## src/rtl/cfg3w_pkg.sv

```systemverilog
`timescale 1ns/1ps
package cfg3w_pkg;
    localparam int WORD_W     = 24;
    localparam int ADDR_W     = 2;
    localparam int NUM_REGS   = 1 << ADDR_W;
    localparam int SEL_W      = 4;
    localparam int SEL_LSB    = 10;
    localparam int NUM_STATUS = 8;
    localparam int RDIV_LSB   = 2;
    localparam int RDIV_W     = 4;
    localparam int CKDIV_W    = 4;
    localparam int CKDIV_LSB  = WORD_W - CKDIV_W;
    localparam int CKEN_BIT   = 4;

    localparam int IDX_REF  = 0;
    localparam int IDX_FRAC = 1;
    localparam int IDX_MOD  = 2;
    localparam int IDX_FUNC = 3;

    typedef logic [WORD_W-1:0] word_t;

    localparam logic [SEL_W-1:0] MSEL_LOW       = 4'd0;
    localparam logic [SEL_W-1:0] MSEL_HIGH      = 4'd1;
    localparam logic [SEL_W-1:0] MSEL_HIZ       = 4'd2;
    localparam logic [SEL_W-1:0] MSEL_REG_READY = 4'd3;
    localparam logic [SEL_W-1:0] MSEL_DIG_LOCK  = 4'd4;
    localparam logic [SEL_W-1:0] MSEL_ANA_LOCK  = 4'd5;
    localparam logic [SEL_W-1:0] MSEL_RDIV_HALF = 4'd6;
    localparam logic [SEL_W-1:0] MSEL_NDIV_HALF = 4'd7;
    localparam logic [SEL_W-1:0] MSEL_RDIV      = 4'd8;
    localparam logic [SEL_W-1:0] MSEL_NDIV      = 4'd9;
    localparam logic [SEL_W-1:0] MSEL_RATE      = 4'd10;

    typedef struct packed {
        logic data_rate;
        logic ndiv;
        logic rdiv;
        logic ndiv_half;
        logic rdiv_half;
        logic ana_lock;
        logic dig_lock;
        logic reg_ready;
    } status_t;

    // Power-up content of register idx; each word carries its own address.
    function automatic word_t reg_default(int idx);
        word_t w;
        w = '0;
        w[ADDR_W-1:0] = ADDR_W'(idx);
        case (idx)
            IDX_REF: begin
                w[RDIV_LSB +: RDIV_W]   = RDIV_W'(1);
                w[CKDIV_LSB +: CKDIV_W] = CKDIV_W'(8);
            end
            IDX_FUNC: begin
                w[SEL_LSB +: SEL_W] = MSEL_REG_READY;
                w[CKEN_BIT]         = 1'b1;
            end
            default: ;
        endcase
        return w;
    endfunction
endpackage

```

## src/rtl/cfg3w_sync.sv

```systemverilog
`timescale 1ns/1ps
module cfg3w_sync #(
    parameter int WIDTH  = 3,
    parameter int STAGES = 2
) (
    input  logic             clk,
    input  logic             rst_n,
    input  logic [WIDTH-1:0] async_i,
    output logic [WIDTH-1:0] lvl_o,
    output logic [WIDTH-1:0] rise_o
);
    typedef struct packed {
        logic [STAGES-1:0][WIDTH-1:0] chain;
        logic [WIDTH-1:0]             prev;
    } sync_st_t;

    sync_st_t s_d, s_q;

    always_comb begin
        s_d = s_q;
        s_d.chain[0] = async_i;
        for (int i = 1; i < STAGES; i++) begin
            s_d.chain[i] = s_q.chain[i-1];
        end
        s_d.prev = s_q.chain[STAGES-1];
    end

    always_ff @(posedge clk or negedge rst_n) begin
        if (!rst_n) s_q <= '0;
        else        s_q <= s_d;
    end

    assign lvl_o  = s_q.chain[STAGES-1];
    assign rise_o = s_q.chain[STAGES-1] & ~s_q.prev;
endmodule

```

## src/rtl/cfg3w_shifter.sv

```systemverilog
`timescale 1ns/1ps
module cfg3w_shifter
    import cfg3w_pkg::*;
(
    input  logic  clk,
    input  logic  rst_n,
    input  logic  chip_en,
    input  logic  shift_en,
    input  logic  bit_i,
    output word_t word_o
);
    typedef struct packed {
        word_t sr;
    } shf_st_t;

    shf_st_t s_d, s_q;

    always_comb begin
        s_d = s_q;
        if (!chip_en) begin
            s_d.sr = '0;
        end else if (shift_en) begin
            s_d.sr = {s_q.sr[WORD_W-2:0], bit_i};
        end
    end

    always_ff @(posedge clk or negedge rst_n) begin
        if (!rst_n) s_q <= '0;
        else        s_q <= s_d;
    end

    // Registered value: a load in the same cycle as a shift sees the old word.
    assign word_o = s_q.sr;
endmodule

```

## src/rtl/cfg3w_regbank.sv

```systemverilog
`timescale 1ns/1ps
module cfg3w_regbank
    import cfg3w_pkg::*;
(
    input  logic                     clk,
    input  logic                     rst_n,
    input  logic                     chip_en,
    input  logic                     load_en,
    input  word_t                    word_i,
    output logic [NUM_REGS-1:0][WORD_W-1:0] regs_o
);
    for (genvar g = 0; g < NUM_REGS; g++) begin : g_reg
        word_t val_d, val_q;

        always_comb begin
            val_d = val_q;
            if (!chip_en) begin
                val_d = reg_default(g);
            end else if (load_en && (word_i[ADDR_W-1:0] == ADDR_W'(g))) begin
                val_d = word_i;
            end
        end

        always_ff @(posedge clk or negedge rst_n) begin
            if (!rst_n) val_q <= reg_default(g);
            else        val_q <= val_d;
        end

        assign regs_o[g] = val_q;
    end
endmodule

```

## src/rtl/cfg3w_statmux.sv

```systemverilog
`timescale 1ns/1ps
module cfg3w_statmux
    import cfg3w_pkg::*;
(
    input  logic [SEL_W-1:0] sel_i,
    input  status_t          st_i,
    output logic             out_o,
    output logic             oe_o
);
    always_comb begin
        out_o = 1'b0;
        oe_o  = 1'b1;
        case (sel_i)
            MSEL_LOW:       out_o = 1'b0;
            MSEL_HIGH:      out_o = 1'b1;
            MSEL_HIZ:       oe_o  = 1'b0;
            MSEL_REG_READY: out_o = st_i.reg_ready;
            MSEL_DIG_LOCK:  out_o = st_i.dig_lock;
            MSEL_ANA_LOCK:  out_o = st_i.ana_lock;
            MSEL_RDIV_HALF: out_o = st_i.rdiv_half;
            MSEL_NDIV_HALF: out_o = st_i.ndiv_half;
            MSEL_RDIV:      out_o = st_i.rdiv;
            MSEL_NDIV:      out_o = st_i.ndiv;
            MSEL_RATE:      out_o = st_i.data_rate;
            default:        out_o = 1'b0;
        endcase
    end
endmodule

```

## src/rtl/cfg3w_port.sv

```systemverilog
`timescale 1ns/1ps
module cfg3w_port
    import cfg3w_pkg::*;
#(
    parameter int SYNC_STAGES = 2
) (
    input  logic              clk,
    input  logic              rst_n,
    input  logic              chip_en,
    input  logic              ser_clk,
    input  logic              ser_data,
    input  logic              ser_le,
    input  logic              st_reg_ready,
    input  logic              st_dig_lock,
    input  logic              st_ana_lock,
    input  logic              st_rdiv_half,
    input  logic              st_ndiv_half,
    input  logic              st_rdiv,
    input  logic              st_ndiv,
    input  logic              st_data_rate,
    output logic [WORD_W-1:0] ref_word_o,
    output logic [WORD_W-1:0] frac_word_o,
    output logic [WORD_W-1:0] mod_word_o,
    output logic [WORD_W-1:0] func_word_o,
    output logic              mux_o,
    output logic              mux_oe_o
);
    localparam int LN_DATA = 0;
    localparam int LN_CLK  = 1;
    localparam int LN_LE   = 2;
    localparam int LANES   = 3;

    logic [LANES-1:0] ser_lvl, ser_rise;
    logic             clk_rise, le_rise, data_bit;
    word_t            shift_word;
    logic [NUM_REGS-1:0][WORD_W-1:0] regs;
    logic [SEL_W-1:0] mux_sel;
    status_t          status;
    logic             unused_sync;

    cfg3w_sync #(.WIDTH(LANES), .STAGES(SYNC_STAGES)) u_sync (
        .clk     (clk),
        .rst_n   (rst_n),
        .async_i ({ser_le, ser_clk, ser_data}),
        .lvl_o   (ser_lvl),
        .rise_o  (ser_rise)
    );

    assign data_bit    = ser_lvl[LN_DATA];
    assign clk_rise    = ser_rise[LN_CLK];
    assign le_rise     = ser_rise[LN_LE];
    assign unused_sync = ^{ser_rise[LN_DATA], ser_lvl[LN_CLK], ser_lvl[LN_LE]};

    cfg3w_shifter u_shift (
        .clk      (clk),
        .rst_n    (rst_n),
        .chip_en  (chip_en),
        .shift_en (clk_rise),
        .bit_i    (data_bit),
        .word_o   (shift_word)
    );

    cfg3w_regbank u_bank (
        .clk     (clk),
        .rst_n   (rst_n),
        .chip_en (chip_en),
        .load_en (le_rise),
        .word_i  (shift_word),
        .regs_o  (regs)
    );

    assign ref_word_o  = regs[IDX_REF];
    assign frac_word_o = regs[IDX_FRAC];
    assign mod_word_o  = regs[IDX_MOD];
    assign func_word_o = regs[IDX_FUNC];

    assign mux_sel = regs[IDX_FUNC][SEL_LSB +: SEL_W];

    always_comb begin
        status.reg_ready = st_reg_ready;
        status.dig_lock  = st_dig_lock;
        status.ana_lock  = st_ana_lock;
        status.rdiv_half = st_rdiv_half;
        status.ndiv_half = st_ndiv_half;
        status.rdiv      = st_rdiv;
        status.ndiv      = st_ndiv;
        status.data_rate = st_data_rate;
    end

    cfg3w_statmux u_mux (
        .sel_i (mux_sel),
        .st_i  (status),
        .out_o (mux_o),
        .oe_o  (mux_oe_o)
    );
endmodule

```

## config.mk

```make
export PLATFORM = sky130hd
export DESIGN_NAME = cfg3w_port
export DESIGN_NICKNAME = d
export VERILOG_FILES = /design/src/rtl/cfg3w_pkg.sv /design/src/rtl/cfg3w_sync.sv /design/src/rtl/cfg3w_shifter.sv /design/src/rtl/cfg3w_regbank.sv /design/src/rtl/cfg3w_statmux.sv /design/src/rtl/cfg3w_port.sv
export SDC_FILE = /design/constraint.sdc
export NUM_CORES = 1
export LEC_CHECK = 0
export CAP_MARGIN = 20
export CORE_ASPECT_RATIO = 1.4
export CORE_UTILIZATION = 51
export CTS_CLUSTER_SIZE = 16
export DETAILED_ROUTE_END_ITERATION = 10
export GPL_TIMING_DRIVEN = 0
export PLACE_DENSITY = 0.88
export SYNTH_ARGS = -nofsm -noshare
export SYNTH_HDL_FRONTEND = slang
export SYNTH_SLANG_ARGS = --single-unit
```

## constraint.sdc

```tcl
create_clock -name clk -period 1.8 [get_ports clk]
set_clock_uncertainty 0.1 [all_clocks]
set_input_delay 0.27 -clock clk [delete_from_list [all_inputs] [get_ports clk]]
set_output_delay 0.27 -clock clk [all_outputs]
set_load 0.05 [all_outputs]
```

# Word level (Yosys, flattened, before mapping)
# Index checks and enable logic that the tools add are counted.
[word_totals]
wordCells = 45
output_inout_bits = 98
reg_bits = 129
inputBits = 14
[classes]
bitwise = 2
reduce_logical = 5
eq_ne = 18
muxes = 12
[ops]
columns = ["cell", "n"]
rows = [
  ["24-bit two-way mux", 10],
  ["4-bit by 3-bit equality test with 1-bit output (second input constant)", 4],
  ["4-bit equality test (second input constant)", 3],
  ["2-bit by 1-bit inequality test with 1-bit output (second input constant)", 5],
  ["1-bit one-hot mux with 9 select lines", 1],
  ["4-bit by 2-bit equality test with 1-bit output (second input constant)", 2],
  ["2-bit equality test (second input constant)", 2],
  ["4-bit by 1-bit equality test with 1-bit output (second input constant)", 1],
  ["1-bit logical AND", 4],
  ["3-bit bitwise AND", 1],
  ["3-bit inverter", 1],
  ["2-bit by 1-bit equality test with 1-bit output (second input constant)", 1],
  ["2-bit zero test", 1],
  ["1-bit two-way mux", 1],
]

# Longest topological paths before layout
# Gate-level depths: netlist (run 1).
[logic_depth]
word_depth = 5
mapped_depth = 6
ltp_nobuf = 3

# Cells and area by module
# From an unflattened synthesis (run 1), not the netlist that was laid out.
[unflattened]
hier_cells = 448
area_unflattened_um2 = 5452.7
[modules_own_cells]
columns = ["module", "cells_each", "n_inst", "area_each_um2", "seq_area_each_um2"]
rows = [
  ["cfg3w_regbank", 339, 1, 4013.8, 2413.6],
  ["cfg3w_shifter", 77, 1, 1049.8, 600.6],
  ["cfg3w_sync", 15, 1, 289.0, 225.2],
  ["cfg3w_statmux", 17, 1, 100.1, 0.0],
]

# Worst setup path after synthesis (run 1)
# OpenSTA, ideal clock, no wires.
[synth_timing]
path_type = "register -> output"
from = "register u_bank.g_reg[3].val_q[11]"
to = "output port mux_o"
stages_incl_launch_ff = 5
slack_ns = -0.415
required_time_ns = 1.430
t_arrival_ns = 1.845
path_buffers = 1
path_cell_list = "dfstp_2 -> clkbuf_1 -> mux2_2 -> nand3_1 -> nand4_1"
[synth_via]
elab_chain_len = 2
word_cells_on_any_way = 10
cone_classes = "9 x eq/ne; 1 x mux"
[synth_rtl]
columns = ["element", "line", "rtl"]
rows = [
  ["start: declaration", "cfg3w_regbank.sv:13", "word_t val_d, val_q;"],
  ["start signal: assignment", "cfg3w_regbank.sv:25", "if (!rst_n) val_q <= reg_default(g);"],
  ["start signal: assignment", "cfg3w_regbank.sv:26", "else val_q <= val_d;"],
  ["4-bit equality test, or another cell as far along", "cfg3w_statmux.sv:13", "case (sel_i)"],
  ["1-bit one-hot mux with 9 select lines (*)", "cfg3w_statmux.sv:13", ""],
  ["end: declaration", "cfg3w_port.sv:25", "output logic mux_o,"],
]
# Mark *: on every way between the ends. The rest lies on a longest branch, timed or not.

# Worst setup path after layout (run 1)
[layout_timing]
from = "register u_bank.g_reg[3].val_q[12]"
to = "output port mux_o"
# Same word-level chain as after synthesis.

==> run_results.csv, run 1 <==
group,metric,value,unit
status,outcome,"complete, but fails checks",
status,failed_checks,"setup timing",
drt,wire_per_inst,18.70,um
sta,period_share,115.0,%
critical_path,critPathTopFamily,"flip-flops",
drt,dr.first_iter.drc_count,481,
die,die_w,88.35,um
yosys,synth_edf_count,0,
cells_and_area,final_common_cell,"nand2_1",
critical_path,cp-end-kind,"primary output",
drt,num_vias,4585,
yosys,synth_cells,537,
die,num_rows,43,
critical_path,crit_path_max_incr_delay,450,ps
clocking,cts_tree,"done",
yosys,synth_cell_type_count,27,
yosys,synth_top_family_by_area,"simple AND/OR/NAND/NOR gates",
yosys,ys_seq_elements,128,
cells_and_area,final_nets,683,
critical_path,crit_type,"flip-flop to primary output",
sta,fin_hold_ws,190.0,ps
yosys,synth_xor_area_share,0,%
place,port_buffers,110,
cells_and_area,final_area,7204,um^2
yosys,synth_area,5324,um^2
critical_path,arrival,1700,ps
sta,max_slew_margin,55.15,%
die,die_h,122.9,um
critical_path,worstPathMaxFanout,6,
yosys,syn_nets,551,
sta,maxSlewViolCount,0,
min_path,min_path_type,"primary input to flip-flop",
cells_and_area,syn_to_final_growth,35.32,%
clocking,clk_pin_slew,60,ps
power,cellPowerDensity,928.6,nW/um^2
critical_path,cp_slowest_cell,"dfrtp_2",
die,fp.coreArea,10010,um^2
sta,rsz0062_at_grt,"true",
cells_and_area,fin_util,71.99,%
yosys,synthMuxAreaShare,0.6110,%
drt,drtPass1Iterations,8,
place,gp_congestion,0.8484,
drt,wl,15.28,mm
place,dpl-instance-area,6645,um^2
global_routing,grt_max_degree,73,
die,io-pin-count,112,
clocking,clk-insertion-delay-late,410,ps
critical_path,r2r_start,"u_shift.word_o[1]$_DFFE_PN0P_",
yosys,synthSimpleGateAreaFrac,20.00,%
global_routing,antenna_found_initial,0,
critical_path,crit_chain,"mux2i_1 -> a2111o_1 -> nand4_1 -> buf_6",
sta,fin_crit,2070,ps
sta,worst_pin_slew,672.8,ps
die,dieArea,10860,um^2
sta,hold_violations,0,
yosys,seq_area_frac_synth,60.38,%
cells_and_area,drive_above_1_share,12.46,%
yosys,yosys_warnings,0,
place,dp_hpwl,9.745,mm
yosys,avgSynthCellArea,9.914,um^2
run,drv_cap,0,
yosys,synth_fa_ha_area_share,0,%
power,p_leak,3.443,nW
sta,clock.fmax,483.1,MHz
power,peakVddDrop,0.0008126,V
die,initial_core_util,53.20,%
critical_path,cp.required,1430,ps
drt,vias_per_cell,5.612,
drt,remaining_drc_errors,0,
cells_and_area,final_cell_mix,"nand2_1, dfrtp_1, a21boi_0, dlygate4sd2_1, clkbuf_1",
yosys,synth_compound_area_share,15.44,%
global_routing,grt_pass1_wl,23.52,mm
global_routing,grt_pass1_vias,4788,
sta,fin_ws,-269.9,ps
cells_and_area,diodes,0,
global_routing,grt_overflow,0,
clocking,htree_num_levels,4,
clocking,cts.sinks,128,
yosys,synthArstFlopShare,100.0,%
global_routing,grt_use_total,29.49,%
clocking,numCtsBuffers,17,
yosys,ys.flop_type,"dfrtp_1",
clocking,cts.path.max_buffers,2,
critical_path,path_buf_inv,1,
sta,finalSetupViolations,3,
drt,ant_nets,0,
min_path,worstHoldStart,"chip_en",
critical_path,crit_path_start,"u_bank.g_reg[3].val_q[12]$_DFFE_PN0P_",
clocking,cts_root_buffer,"clkbuf_16",
critical_path,critPathLaunchType,"flip-flop",
[registers in the layout, summed over array words and instances, names as in the netlist]
signal          count
u_sync.lvl_o        3
u_bank.g.val_q     96
u_sync.s_d          3
u_shift.word_o     24
u_sync.s_q          2
[per-stage QoR]
step / setup slack, ps / instances / power (mW) / setup TNS [ps]
finish: -269.9 / 817 / 6.690 / -325.0
floorplan: -299.5 / 537 / 3.085 / -299.5
global placement: -4266 / 782 / 3.211 / -532680
global route: -321.0 / 817 / 6.842 / -526.2
detailed placement: -701.1 / 783 / 3.227 / -1002
CTS: -309.3 / 817 / 6.687 / -432.9
[worst register-to-register path, cell delays in order (launching register included)]
cell     delay [ps]
dfrtp_1         380
buf_6           150
or4b_4          530
buf_6           150
buf_6           140
and3_1          200
[cell families (layout without fill, tap and decap cells)]
kind of cell | Yosys count | after routing
simple gates | 254 | 254
flops | 128 | 128
compound gates | 109 | 109
buf+inv | 43 | 188
mux | 3 | 3
[final timing paths]
kind	endpoint	slack, ps	depth (start not counted)
max	mux_o	-270	4
min	u_bank.g_reg[3].val_q[23]$_DFFE_PN0P_	190	2
max reg2reg	u_bank.g_reg[0].val_q[0]$_DFFE_PN0P_	30	5
min reg2reg	u_sync.lvl_o[0]$_DFF_PN0_	260	0
max in group asynchronous	u_bank.g_reg[3].val_q[10]$_DFFE_PN1P_	490	3
min in group asynchronous	u_bank.g_reg[2].val_q[12]$_DFFE_PN0P_	350	2
[cells in the mapped netlist (3+ instances only)]
| cell | count | area, um^2 |
|---|---|---|
| dfrtp_1 | 119 | 2978 |
| buf_2 | 11 | 55.05 |
| nor2_1 | 3 | 11.26 |
| clkbuf_1 | 29 | 108.9 |
| and3_1 | 4 | 25.02 |
| dfstp_2 | 9 | 236.5 |
| nand3_1 | 6 | 30.03 |
| nand3b_1 | 5 | 37.54 |
| nand2_1 | 223 | 837.1 |
| a21boi_0 | 97 | 728.2 |
| a21boi_1 | 10 | 75.07 |
[layout make-up]
cell class / count / area, um^2
plain buffers: 39 / 214.0
clock buffers: 26 / 499.2
clock inverters: 6 / 105.1
fillers: 740 / 2803
inverters: 1 / 3.754
multi-input cells: 366 / 1949
flip-flops and latches: 128 / 3216
well taps: 135 / 168.9
repair buffers: 116 / 1049
[report_power, final]
group / internal [mW] / total, mW / switching, mW
Clock: 2.32 / 3.49 / 1.17
Sequential: 2.90 / 2.91 / 0.0121
Combinational: 0.104 / 0.286 / 0.181
[routing by layer]
layer,wire length (um),vias up,GRT usage [%]
met3,914,62,6.342
li1,-,2016,-
met2,7980,243,51.59
met4,693,0,15.93
met5,0,-,0
met1,5692,2264,33.15
[timing repair]
action                     in CTS  in global routing
hold buffers                    1                  0
hold endpoints to repair       64                  0
setup endpoints to repair     118                 65
resized for setup             128                 30
setup buffers                   1                  3
pin swaps                       2                  1
(Power assumes the default switching activity.)
==> run 2, diff against run 1 <==
--- a/config.mk
+++ b/config.mk
@@ -7,11 +7,11 @@
 export LEC_CHECK = 0
 export CAP_MARGIN = 20
 export CORE_ASPECT_RATIO = 1.4
-export CORE_UTILIZATION = 51
+export CORE_UTILIZATION = 45
 export CTS_CLUSTER_SIZE = 16
 export DETAILED_ROUTE_END_ITERATION = 10
 export GPL_TIMING_DRIVEN = 0
-export PLACE_DENSITY = 0.88
+export PLACE_DENSITY = 0.8
 export SYNTH_ARGS = -nofsm -noshare
 export SYNTH_HDL_FRONTEND = slang
 export SYNTH_SLANG_ARGS = --single-unit
==> run 2 against run 1 <==
  * The flow still finishes with violations (setup timing)
  * Worst hold slack lost 23 ps
  * Global-route usage shrank 4.2 points
  * Sequential power is essentially flat
  * Maximum frequency grew 0.51%
  * Register-to-register slack gained 30 ps
  * Combinational power shrank 4%
  * Largest cell class unchanged
  * Critical path depth grew 1
  * Die area grew 13%
  * Power grew 5.1%
  * Via count shrank 3.6%
  * Clock power grew 10%
==> run_results.csv, run 2 (synthesis gave the netlist of run 1 again) <==
group,metric,value,unit
drt,remaining_drc_errors,0,
critical_path,crit_path_start,"u_bank.g_reg[3].val_q[11]$_DFFE_PN1P_",
die,dieArea,12280,um^2
run,drv_cap,0,
sta,hold_violations,0,
power,finalPower,7.031,mW
cells_and_area,largest-register,"u_bank.g.val_q",
cells_and_area,final_cell_mix,"nand2_1, dfrtp_1, a21boi_0, dlygate4sd2_1, clkbuf_1",
drt,wl,14.44,mm
critical_path,crit_chain,"buf_8 -> mux2_4 -> nand3_2 -> nand4_1 -> buf_6",
sta,rsz0062_at_grt,"true",
critical_path,ff2ff_setup_slack,60,ps
critical_path,cp.required,1430,ps
die,io-pin-count,112,
cells_and_area,final_nets,680,
die,initial_core_util,46.48,%
die,die_w,93.93,um
global_routing,grt_max_degree,92,
cells_and_area,largest_reg_flops,96,
sta,worst_pin_slew,573.8,ps
sta,clock.fmax,485.6,MHz
die,die_h,130.7,um
critical_path,critPathLaunchType,"flip-flop",
critical_path,worstPathMaxFanout,4,
sta,fin_hold_ws,166.8,ps
status,outcome,"complete, but fails checks",
critical_path,cp-end-kind,"primary output",
cells_and_area,syn_to_final_growth,36.64,%
sta,period_share,114.4,%
die,num_rows,46,
clocking,cts.path.max_buffers,2,
place,port_buffers,110,
place,gp_congestion,0.8184,
drt,drtPass1Iterations,4,
global_routing,grt_pass1_vias,4528,
critical_path,crit_type,"flip-flop to primary output",
drt,dr.first_iter.drc_count,323,
clocking,cts.sinks,128,
sta,maxSlewViolCount,0,
clocking,cts_tree,"done",
sta,max_slew_margin,61.75,%
cells_and_area,instances_no_fill,823,
min_path,worstHoldStart,"chip_en",
global_routing,grt_use_total,25.27,%
clocking,cts_root_buffer,"clkbuf_16",
status,failed_checks,"setup timing",
critical_path,arrival,1690,ps
power,peakVddDrop,0.0007854,V
power,cellPowerDensity,966.6,nW/um^2
sta,fin_ws,-259.3,ps
drt,num_vias,4421,
sta,finalSetupViolations,2,
place,dp_hpwl,9.935,mm
die,fp.coreArea,11450,um^2
cells_and_area,final_area,7274,um^2
critical_path,crit_path_max_incr_delay,540,ps
critical_path,r2r_start,"u_shift.word_o[1]$_DFFE_PN0P_",
drt,wire_per_inst,17.55,um
clocking,clk-insertion-delay-late,420,ps
critical_path,cp_slowest_cell,"dfstp_2",
global_routing,antenna_found_initial,0,
cells_and_area,final_common_cell,"nand2_1",
sta,fin_crit,2059,ps
power,p_leak,3.448,nW
min_path,min_path_type,"primary input to flip-flop",
clocking,clk_pin_slew,60,ps
drt,ant_nets,0,
global_routing,grt_overflow,0,
place,post-place-cells,792,
global_routing,grt_pass1_wl,22.98,mm
drt,vias_per_cell,5.372,
cells_and_area,diodes,0,
clocking,numCtsBuffers,17,
cells_and_area,drive_above_1_share,12.37,%
clocking,htree_num_levels,4,
place,dpl-instance-area,6656,um^2
## run 2: cell count changes in the layout (fill, tap and decap cells not counted), sizes merged
cell           previous run  this run
clkdlybuf4s18             1         0
clkinvlp                  0         2
clkdlybuf4s15             4         7
clkbuf                   56        47
buf                      21        16
bufinv                    3         6
clkinv                    3         7
## run 2: repair_timing
action / 4_1_cts / 5_1_grt
endpoints found under the hold margin: 37 / 0
resized for setup: 132 / 24
hold buffers: 1 / 0
pin swaps: 2 / 2
setup endpoints to repair: 118 / 41
cloned: 0 / 0
setup buffers: 1 / 1
## run 2: final timing paths
kind,end,depth (start not counted)
max,mux_o,5
min,u_shift.word_o[12]$_DFFE_PN0P_,2
max reg2reg,u_bank.g_reg[0].val_q[17]$_DFFE_PN0P_,6
min reg2reg,u_sync.lvl_o[2]$_DFF_PN0_,0
max in group asynchronous,u_bank.g_reg[3].val_q[4]$_DFFE_PN1P_,3
min in group asynchronous,u_bank.g_reg[2].val_q[4]$_DFFE_PN0P_,2
## run 2: layout make-up
cell class | count | area [um^2]
multi-input cells | 366 | 1953
repair buffers | 114 | 1047
clock inverters | 15 | 241.5
inverters | 1 | 3.754
plain buffers | 38 | 206.4
flip-flops and latches | 128 | 3217
clock buffers | 17 | 425.4
well taps | 144 | 180.2
fillers | 930 | 4179
## run 2: stage by stage
stage          setup slack [ps]  setup TNS (ps)  utilization [%]
6_report                 -259.3          -279.7            63.51
3_5_place_dp             -689.9           -1249            58.12
4_1_cts                  -298.9          -427.3            63.31
5_1_grt                  -332.2          -485.1            63.51
3_3_place_gp              -4327         -539870            57.87
2_1_floorplan            -299.5          -299.5                -
## run 2: where the power goes
| part | leakage [nW] | internal (mW) | total, mW | switching (mW) |
|---|---|---|---|---|
| Clock | 0.323 | 2.59 | 3.84 | 1.26 |
| Sequential | 1.74 | 2.90 | 2.91 | 0.0147 |
| Combinational | 1.39 | 0.102 | 0.275 | 0.173 |
| Total | 3.45 | 5.59 | 7.03 | 1.44 |
## run 2: worst max-delay path, delay by kind of cell, from the launching register on
kind	cells	cell delay, ps
buf+inv	2	280
mux	1	290
flops	1	540
simple gates	2	170
## run 2: metal layers
metal	part of all wire, %	vias up	track usage, %
met2	54	185	44.40
met4	2.9	0	11.95
met5	0	-	0
met3	6.0	33	7.176
li1	-	2012	-
met1	37	2191	28.17
